`src/rtl/fetch_pkg.sv`:
```
package fetch_pkg;
  typedef enum logic [2:0] {
    ST_IDLE = 3'd0,
    ST_T1   = 3'd1,
    ST_T2   = 3'd2,
    ST_T3   = 3'd3,
    ST_T4   = 3'd4,
    ST_HOLD = 3'd5
  } tstate_e;
endpackage

```
`src/rtl/fetch_rst_sync.sv`:
```
module fetch_rst_sync #(
  parameter int STAGES = 2
) (
  input  logic clk,
  input  logic arst_n,
  output logic srst_n
);
  logic [STAGES-1:0] sync_q;

  always_ff @(posedge clk or negedge arst_n) begin
    if (!arst_n) sync_q <= '0;
    else         sync_q <= {sync_q[STAGES-2:0], 1'b1};
  end

  assign srst_n = sync_q[STAGES-1];
endmodule

```
`src/rtl/fetch_clk_div.sv`:
```
module fetch_clk_div (
  input  logic clk,
  input  logic rst_n,
  output logic phase,
  output logic ce
);
  logic phase_d;

  always_comb phase_d = ~phase;

  always_ff @(posedge clk or negedge rst_n) begin
    if (!rst_n) phase <= 1'b0;
    else        phase <= phase_d;
  end

  assign ce = phase;
endmodule

```
`src/rtl/fetch_fsm.sv`:
```
module fetch_fsm
  import fetch_pkg::*;
#(
  parameter int ADDR_W = 16,
  parameter int DATA_W = 8
) (
  input  logic              clk,
  input  logic              rst_n,
  input  logic              ce,
  input  logic              hold_req,
  input  logic [DATA_W-1:0] ad_in,
  output tstate_e           st,
  output logic [ADDR_W-1:0] pc,
  output logic [DATA_W-1:0] ir
);
  tstate_e           st_d;
  logic [ADDR_W-1:0] pc_d;
  logic [DATA_W-1:0] ir_d;

  always_comb begin
    st_d = st;
    pc_d = pc;
    ir_d = ir;
    unique case (st)
      ST_IDLE: st_d = ST_T1;
      ST_T1:   st_d = ST_T2;
      ST_T2:   st_d = ST_T3;
      ST_T3: begin
        st_d = ST_T4;
        ir_d = ad_in;
      end
      ST_T4: begin
        pc_d = pc + 1'b1;
        st_d = hold_req ? ST_HOLD : ST_T1;
      end
      ST_HOLD: st_d = hold_req ? ST_HOLD : ST_T1;
      default: st_d = ST_IDLE;
    endcase
  end

  always_ff @(posedge clk or negedge rst_n) begin
    if (!rst_n) begin
      st <= ST_IDLE;
      pc <= '0;
      ir <= '0;
    end else if (ce) begin
      st <= st_d;
      pc <= pc_d;
      ir <= ir_d;
    end
  end
endmodule

```
`src/rtl/fetch_seq.sv`:
```
module fetch_seq
  import fetch_pkg::*;
#(
  parameter int ADDR_W = 16,
  parameter int DATA_W = 8,
  parameter int SYNC_STAGES = 2,
  localparam int HI_W = ADDR_W - DATA_W
) (
  input  logic              osc_clk,
  input  logic              rst_in_n,
  input  logic              hold_req,
  input  logic [DATA_W-1:0] ad_in,
  output logic [DATA_W-1:0] ad_out,
  output logic              ad_en,
  output logic [HI_W-1:0]   addr_hi,
  output logic              bus_en,
  output logic              ale,
  output logic              rd_n,
  output logic              wr_n,
  output logic              io_mem,
  output logic              bus_clk,
  output logic              rst_out,
  output logic              hold_ack,
  output logic [DATA_W-1:0] opcode,
  output logic              opcode_vld
);
  logic              rst_n_s;
  logic              ce;
  tstate_e           st;
  logic [ADDR_W-1:0] pc;
  logic [DATA_W-1:0] ir;

  fetch_rst_sync #(.STAGES(SYNC_STAGES)) u_rst (
    .clk(osc_clk), .arst_n(rst_in_n), .srst_n(rst_n_s)
  );

  fetch_clk_div u_div (
    .clk(osc_clk), .rst_n(rst_n_s), .phase(bus_clk), .ce(ce)
  );

  fetch_fsm #(.ADDR_W(ADDR_W), .DATA_W(DATA_W)) u_fsm (
    .clk(osc_clk), .rst_n(rst_n_s), .ce(ce), .hold_req(hold_req),
    .ad_in(ad_in), .st(st), .pc(pc), .ir(ir)
  );

  always_comb begin
    ad_out     = pc[DATA_W-1:0];
    addr_hi    = pc[ADDR_W-1:DATA_W];
    ad_en      = (st == ST_T1);
    ale        = (st == ST_T1);
    rd_n       = !((st == ST_T2) || (st == ST_T3));
    wr_n       = 1'b1;
    io_mem     = 1'b0;
    bus_en     = (st != ST_HOLD);
    hold_ack   = (st == ST_HOLD);
    opcode     = ir;
    opcode_vld = (st == ST_T4);
    rst_out    = !rst_n_s;
  end
endmodule

```
`config.mk`:
```
export PLATFORM = sky130hd
export DESIGN_NAME = fetch_seq
export DESIGN_NICKNAME = d
export VERILOG_FILES = /design/src/rtl/fetch_pkg.sv /design/src/rtl/fetch_rst_sync.sv /design/src/rtl/fetch_clk_div.sv /design/src/rtl/fetch_fsm.sv /design/src/rtl/fetch_seq.sv
export SDC_FILE = /design/constraint.sdc
export NUM_CORES = 1
export LEC_CHECK = 0
export CAP_MARGIN = 20
export CORE_AREA = 2 2 43 65
export CTS_CLUSTER_DIAMETER = 200
export CTS_CLUSTER_SIZE = 8
export DETAILED_ROUTE_END_ITERATION = 8
export DIE_AREA = 0 0 45 67
export DONT_BUFFER_PORTS = 1
export GPL_TIMING_DRIVEN = 0
export HOLD_SLACK_MARGIN = 0.15
export PLACE_DENSITY = 0.67
export SLEW_MARGIN = 10
export SYNTH_ARGS = -nofsm -noshare
export SYNTH_HDL_FRONTEND = slang
export SYNTH_SLANG_ARGS = --single-unit
```
`constraint.sdc`:
```
create_clock -name osc_clk -period 1.5 [get_ports osc_clk]
set_input_delay 0.15 -clock osc_clk [delete_from_list [all_inputs] [get_ports osc_clk]]
set_output_delay 0.15 -clock osc_clk [all_outputs]
set_load 0.01 [all_outputs]
```
## Word-level counts from Yosys, hierarchy flattened

Index checks and enable logic that the tools add are counted.

- Register bits: 30
- Output and inout port bits: 34
- Word-level logic and storage cells: 22

- Add/subtract/negate cells: 1
- Equality and inequality tests: 6
- Muxes and demuxes: 2
- Bitwise operators: 1
- Reduce and logical (&&, ||, !) cells: 7

Operators by type and width:

| operator | number |
|---|---|
| 16-bit by 1-bit adder with 16-bit output, second input constant | 1 |
| 3-bit case mux with 5 select lines | 1 |
| 3-bit by 2-bit equality test with 1-bit output, second input constant | 2 |
| 3-bit equality test, second input constant | 2 |
| 2-bit AND reduction | 2 |
| 3-bit by 1-bit equality test with 1-bit output, second input constant | 1 |
| 3-bit zero test | 1 |
| 3-bit 2-to-1 mux | 1 |
| 3-bit != test, second input constant | 1 |
| 1-bit zero test | 2 |
| 2-bit OR reduction | 1 |
| 1-bit logical OR | 1 |
| 1-bit NOT | 1 |

## Longest topological paths before layout

Gate-level depths: netlist of the first run.

- Depth after elaboration: 3
- Depth in mapped cells: 6

## Modules after synthesis

From an unflattened synthesis of the first run, not the netlist that was laid out.

- Cell total of the unflattened synthesis: 111
- Area total of the unflattened synthesis: 1353.8 um2

Modules (own cells, without submodules):

| module | instances | cells an instance | area an instance (um2) | seq. area each (um2) |
|---|---|---|---|---|
| fetch_fsm | 1 | 94 | 1191.1 | 675.6 |
| fetch_seq | 1 | 11 | 72.6 | 0.0 |
| fetch_rst_sync | 1 | 3 | 53.8 | 50.0 |
| fetch_clk_div | 1 | 3 | 36.3 | 25.0 |

## Least setup slack after synthesis of the first run

No wires, ideal clock.

- Path type: flip-flop to flip-flop
- Start point: register u_fsm.st[1]
- End point: register u_fsm.pc[15]
- Setup time: 0.124 ns
- Arrival: 1.485 ns
- Data required time: 1.376 ns
- Path slack: -0.110 ns
- Cell stages (with the launch flop): 6
- Path buffers: 1
- Clock period less this slack: 1.610 ns
- Cell sequence: dfrtp_1 > buf_6 > and4bb_2 > nand4_1 > or4b_1 > xnor2_1

- Cells in the longest elaborated chain, start to end: 2

RTL lines:

| item | line | source |
|---|---|---|
| from (decl) | fetch_fsm.sv:12 | `output tstate_e st,` |
| from (signal assigned) | fetch_fsm.sv:47 | `st <= st_d;` |
| 3-bit equality test | fetch_fsm.sv:24 | `unique case (st)` |
| 2-bit AND reduction (no source line) | -- |  |
| to (signal assigned) | fetch_fsm.sv:48 | `pc <= pc_d;` |
| to (decl) | fetch_fsm.sv:13 | `output logic [ADDR_W-1:0] pc,` |

Every way passes these cells.
A chain may end at the register's enable or synchronous reset.

## Worst setup path after layout of the first run

Ends and elaborated chain as after synthesis.

==> out/summary.txt, run 1 <==
Gr ovfl total - 0
Post-DP HPWL - 1600 um
All-layer global routing usage - 19.3%
Post-layout min period - 1.63 ns
First-pass DRT Iterations - 4
WL per Instance - 15.5 um
Worst vdd ir - 0.000895 V
Clock buffer count from CTS - 5
CP Cell Sequence - and4bb_2, nand4_1, or4b_4, xnor2_2
IO Pins - 45
Post-route insts no fill - 160
Max Clock Freq - 0.613 GHz
EDFF count, synth - 0
Clock sink count - 30
Clock skew - 0.0170 ns
Row Count - 22
Total number of vias - 892
Worst EP arrival - 1.86 ns
Critical Path Fanout Max - 2
Cell variety after synth - 25
Element type at the critical path start - flip-flop
Yosys reg bits - 30
Most frequent cell after synthesis - dfrtp_1
Worst skew pair latency - 0.33 ns
RSZ-0062 raised after global routing - true
Max Cap Violations - 0
Die area - 0.00302 sq mm
Synth async-reset ratio - 100%
Diode count - 0
CTS tree - yes
Layout area overhead - 24.5%
CP Data Required Time - 1.72 ns
Post-route ant nets - 0
GPL Wtd Cong - 0.751
Top cells by area, synth - dfrtp_1 57%, mux2_2 7.7%, xnor2_1 6.7%
Setup TNS - -0.225 ns
Clock Path Buffers - 2
Hold Path Class - flip-flop to asynchronous set/reset pin
Final WS setup - -0.131 ns
Critical path's slowest cell - or4b_4
Synthesized instance count - 113
Final nets - 148
Clk slew on worst S/H paths - 0.10 ns
Post-synthesis average cell area - 11.6 sq um
Fin util - 67.4%
H-tree Lvls - 2
Root Driver - clkbuf_4
Initial drt markers - 19
Final wirelength - 2490 um
Pins Over Slew Limit - 0
Violated checks - negative setup slack
Cell taking the most area after synthesis - dfrtp_1
Fin. Hold Viols - 0
PwrDens - 1330 mW/mm^2
Max incr delay on CP - 0.52 ns
Critical path type - flip-flop to flip-flop
Synth top area share - 57.3%
Register area share after synthesis - 57.3%
Port Buffers - 0
Post-Syn Area - 0.00131 sq mm
Final setup vio count - 5
Synth warn - 0
Vias per cell - 5.58
DRC viols - 0
Status - finished, violations left
Initial antenna violation count - 0
DIE WIDTH - 45 um
Ys flop type - dfrtp_1
Top cells by count, synth - 30 x dfrtp_1, 10 x nand2_1, 10 x xnor2_1
Leakage - 0.742 nW
Wire length of the first global-routing pass - 4160 um
Setup crit end kind - flip-flop
Overall die height - 67 um
Total core area - 0.00242 sq mm
Placed insts - 138
Largest net degree at the start of global routing - 30
Initial Util - 54.1%
Layout cell share with drive strength beyond 1 - 37.5%
Vias in the first global route - 947
Fin crit share - 109%
Filler Cell Count - 204
## worst max-delay path: cells and delay by family (launching register included)
family        cells  cell delay (ns)
xor+xnor          1             0.14
flops             1             0.41
simple gates      3             0.97
## repair_timing
item	in CTS	in global routing
hold buffers	11	0
gates resized for setup	13	17
setup buffers	7	0
pin swaps	6	8
cloned	0	0
setup endpoints to repair	19	13
endpoints found under the hold margin	11	0
## worst paths after layout
kind	depth (start not counted)	startpoint	slack [ns]	endpoint
worst max-delay path	4	u_fsm.st[1]$_DFFE_PN0P_	-0.13	u_fsm.pc[15]$_DFFE_PN0P_
worst min-delay path	0	u_rst.sync_q[1]$_DFF_PN0_	0.23	u_fsm.pc[4]$_DFFE_PN0P_
worst max register to register	4	u_fsm.st[1]$_DFFE_PN0P_	-0.13	u_fsm.pc[15]$_DFFE_PN0P_
worst min register to register	0	u_rst.sync_q[1]$_DFF_PN0_	0.23	u_fsm.pc[4]$_DFFE_PN0P_
max in group asynchronous	2	rst_in_n	0.77	u_rst.sync_q[1]$_DFF_PN0_
min in group osc_clk	0	u_rst.sync_q[0]$_DFF_PN0_	0.35	u_rst.sync_q[1]$_DFF_PN0_
## layout make-up
type                       count  area, sq um  share of cell area (%)
sequential                    30          768                    47.0
multi-input combinational     72          566                    34.6
timing repair buffer          16          160                    9.81
buffer                         5         38.8                    2.38
clock buffer                   5         37.5                    2.30
tap                           24         30.0                    1.84
inverter                       6         22.5                    1.38
clock inverter                 2         10.0                   0.613
## cells in the final DEF (no fill, tap or decap), drive strengths merged, types with 2 or more instances in the layout
cell          n
dfrtp        30
dlygate4sd3  11
nand2        10
xnor2        10
buf          10
mux2          9
nand3         7
inv           6
xor2          5
nand4         5
clkbuf        5
nor3          4
nor2          4
o21ai         3
and3          3
conb          3
clkinv        2
## where the power goes
part | internal (mW) | switching (mW) | leakage, nW | total (mW)
Clock | 0.168 | 0.257 | 0.0308 | 0.425
Combinational | 0.277 | 0.231 | 0.351 | 0.507
Sequential | 1.00 | 0.234 | 0.360 | 1.23
Total | 1.44 | 0.722 | 0.742 | 2.17
## cell families after synthesis
kind of cell    synth area share [%]
xor+xnor                        10.0
flops                           57.3
buf+inv                         5.25
other cells                    0.573
compound gates                  1.81
fa+ha+maj                      0.954
simple gates                    16.4
mux                             7.73
## per-stage QoR
step	area [sq um]	total power, mW	setup WS, ns	hold WS (ns)
5_1_grt	1630	2.31	-0.159	0.280
6_report	1630	2.17	-0.131	0.231
3_5_place_dp	1350	1.62	-0.227	-0.146
3_3_place_gp	1350	1.59	-0.179	-0.146
4_1_cts	1600	2.12	-0.142	0.299
2_1_floorplan	1320	1.53	-0.110	-0.146
## flip-flops by register name, indices dropped and copies added, names as in the netlist
| register | count |
|---|---|
| u_fsm.pc | 16 |
| u_fsm.ir | 8 |
| u_fsm.st | 3 |
| u_rst.sync_q | 2 |
| u_div.ce | 1 |
## layer usage
metal / vias up / global-route usage [%] / share of wire, %
met2: 29 / 30.9 / 54
li1: 418 / - / -
met3: 6 / 8.67 / 7.1
met4: 0 / 9.56 / 1.9
met1: 439 / 21.1 / 37
met5: - / 0 / 0
(Power assumes the default switching activity.)
==> inputs of run 2 (changes only) <==
--- a/config.mk
+++ b/config.mk
@@ -7,6 +7,7 @@
 export LEC_CHECK = 0
 export CAP_MARGIN = 20
 export CORE_AREA = 2 2 43 65
+export CTS_BUF_LIST = sky130_fd_sc_hd__clkbuf_8
 export CTS_CLUSTER_DIAMETER = 200
 export CTS_CLUSTER_SIZE = 8
 export DETAILED_ROUTE_END_ITERATION = 8
==> run 2 against run 1 <==
Effect of this change: the flow still finishes with violations (negative setup slack); hold slack better by 0.045 ns; sequential power about the same; final cell count up 1.3%; sequential share of layout area down 0.83 points; non-clock buffer count up 2; clock skew down 0.0071 ns; worst setup slack better by 0.012 ns; count of clock-buffer cells in the layout unchanged; global-route usage up 0.17 points; critical path depth unchanged; critical path type unchanged; largest cell class unchanged; largest power group unchanged.
==> out/summary.txt, run 2 (synthesis gave the netlist of run 1 again) <==
Reg2reg setup slack - -0.12 ns (about the same)
Hold Path Class - flip-flop to asynchronous set/reset pin
Initial antenna violation count - 0 (unchanged)
Clock sink count - 30 (unchanged)
Leakage - 0.760 nW (+2.4%)
IO Pins - 45 (unchanged)
Worst EP arrival - 1.79 ns (-0.07 ns)
Wire length of the first global-routing pass - 4130 um (-0.65%)
Biggest regs - u_fsm.pc: 16 flops, u_fsm.ir: 8 flops, u_fsm.st: 3 flops
Clk slew on worst S/H paths - 0.06 ns (-0.04 ns)
FF-to-FF End - u_fsm.pc[15]$_DFFE_PN0P_
Total number of vias - 905 (+1.5%)
Setup crit end kind - flip-flop
RSZ-0062 raised after global routing - true
Status - finished, violations left
Initial Util - 54.1% (unchanged)
Element type at the critical path start - flip-flop
Clock buffer count from CTS - 5 (unchanged)
Max_slew headroom - 59.7%
Max FFs per register - 16 (unchanged)
Clock skew - 0.00997 ns (-0.00706 ns)
Final wirelength - 2480 um (-0.32%)
Row Count - 22 (unchanged)
Layout cell share with drive strength beyond 1 - 37.0% (-0.54 points)
Vias per cell - 5.59 (+0.20%)
Final WS setup - -0.119 ns (+0.0118 ns)
Fin. Hold Viols - 0 (unchanged)
Filler Cell Count - 200 (-2.0%)
Clock Path Buffers - 2 (unchanged)
Pwr Total - 2.24 mW (+3.3%)
Max Cap Violations - 0 (unchanged)
Fin crit share - 108% (-0.79 points)
Most common cell after layout, fill and taps aside - dfrtp_1
Critical Path Fanout Max - 2 (unchanged)
Max Clock Freq - 0.618 GHz (+0.73%)
WL per Instance - 15.3 um (-1.6%)
Largest net degree at the start of global routing - 30 (unchanged)
Gr ovfl total - 0 (unchanged)
Vias in the first global route - 943 (-0.42%)
CP Data Required Time - 1.67 ns (-0.05 ns)
Design Area, Final - 0.00166 sq mm (+1.5%)
Violated checks - negative setup slack
Die area - 0.00302 sq mm (unchanged)
GPL Wtd Cong - 0.751 (unchanged)
Worst skew pair latency - 0.28 ns (-0.05 ns)
CTS tree - yes
Worst Tran Pin Value - 0.604 ns
DIE WIDTH - 45 um (unchanged)
All-layer global routing usage - 19.5% (+0.17 points)
Root Driver - clkbuf_8
Final nets - 150 (+1.4%)
Worst vdd ir - 0.000889 V (-0.76%)
Initial drt markers - 20 (+1)
RR Startpoint - u_fsm.st[1]$_DFFE_PN0P_
Pins Over Slew Limit - 0 (unchanged)
Most frequent cells in the layout - 18 x dfrtp_1, 12 x dfrtp_2, 11 x dlygate4sd3_1
Most flop-heavy register - u_fsm.pc
PwrDens - 1350 mW/mm^2 (+1.8%)
Hold slack - 0.275 ns (+0.0446 ns)
First-pass DRT Iterations - 4 (unchanged)
H-tree Lvls - 2 (unchanged)
Diode count - 0 (unchanged)
Final setup vio count - 3 (-2)
Total core area - 0.00242 sq mm (unchanged)
Layout area overhead - 26.3%
FF-to-FF path depth - 4 (unchanged)
Post-route ant nets - 0 (unchanged)
Post-layout min period - 1.62 ns (-0.0118 ns)
Overall die height - 67 um (unchanged)
Port Buffers - 0 (unchanged)
Area after DPL - 0.00135 sq mm (unchanged)
Post-DP HPWL - 1600 um (unchanged)
Critical path type - flip-flop to flip-flop
DRC viols - 0 (unchanged)
run 2: changes by cell type in the layout (fill, tap and decap cells not counted), moves of 2 or more:
| cell | change |
|---|---|
| clkbuf_4 | -5 |
| clkbuf_8 | +5 |
| buf_4 | +2 |
| nand3_1 | -2 |
| nand3_2 | +2 |
run 2: final cells by class:
type | instances | area (sq um) | share of cell area (%)
clock inverters | 2 | 10.0 | 0.604
clock buffers | 5 | 68.8 | 4.15
well taps | 24 | 30.0 | 1.81
multi-input cells | 72 | 554 | 33.5
inverters | 6 | 22.5 | 1.36
flip-flops and latches | 30 | 766 | 46.2
repair buffers | 18 | 166 | 10.0
plain buffers | 5 | 38.8 | 2.34
run 2: worst max-delay path by stage:
stage / startpoint / end / slack (ns)
3_5_place_dp: u_fsm.pc[3]$_DFFE_PN0P_ / u_fsm.pc[15]$_DFFE_PN0P_ / -0.23
4_1_cts: u_fsm.st[1]$_DFFE_PN0P_ / u_fsm.pc[15]$_DFFE_PN0P_ / -0.14
6_report: u_fsm.st[1]$_DFFE_PN0P_ / u_fsm.pc[15]$_DFFE_PN0P_ / -0.12
3_3_place_gp: u_fsm.st[1]$_DFFE_PN0P_ / u_fsm.pc[15]$_DFFE_PN0P_ / -0.18
5_1_grt: u_fsm.pc[2]$_DFFE_PN0P_ / u_fsm.pc[15]$_DFFE_PN0P_ / -0.17
2_1_floorplan: u_fsm.st[1]$_DFFE_PN0P_ / u_fsm.pc[15]$_DFFE_PN0P_ / -0.11
run 2: worst max-delay path: stages (launching register included):
cell	delay, ns
dfrtp_2	0.40
and4bb_2	0.31
nand4_1	0.13
or4b_4	0.52
xnor2_2	0.14
run 2: per-stage QoR:
step | setup WS [ns] | util, % | setup TNS (ns) | std cells
floorplan | -0.110 | - | -0.110 | 114
global placement | -0.179 | 55.5 | -0.391 | 138
detailed placement | -0.227 | 55.5 | -0.570 | 138
CTS | -0.137 | 65.7 | -0.251 | 160
global route | -0.167 | 68.4 | -0.892 | 162
finish | -0.119 | 68.4 | -0.179 | 162
run 2: power breakdown:
part | internal (mW) | switching [mW]
logic | 0.222 | 0.200
clock network | 0.310 | 0.277
registers | 1.00 | 0.229
total | 1.53 | 0.706
run 2: what timing repair did:
| item | 4_1_cts | 5_1_grt |
|---|---|---|
| hold endpoints to repair | 11 | 0 |
| setup buffers | 6 | 3 |
| pin swaps | 6 | 7 |
| resized for setup | 11 | 14 |
| hold buffers | 11 | 0 |
| setup endpoints to repair | 18 | 11 |
run 2: per-layer routing:
metal  share of wire (%)  vias to the layer above  global-route usage (%)
met5                   0                        -                       0
met4                 2.8                        0                    10.7
met3                 8.0                        8                    9.21
met2                  52                       33                    31.3
met1                  37                      443                    20.4
li1                    -                      421                       -
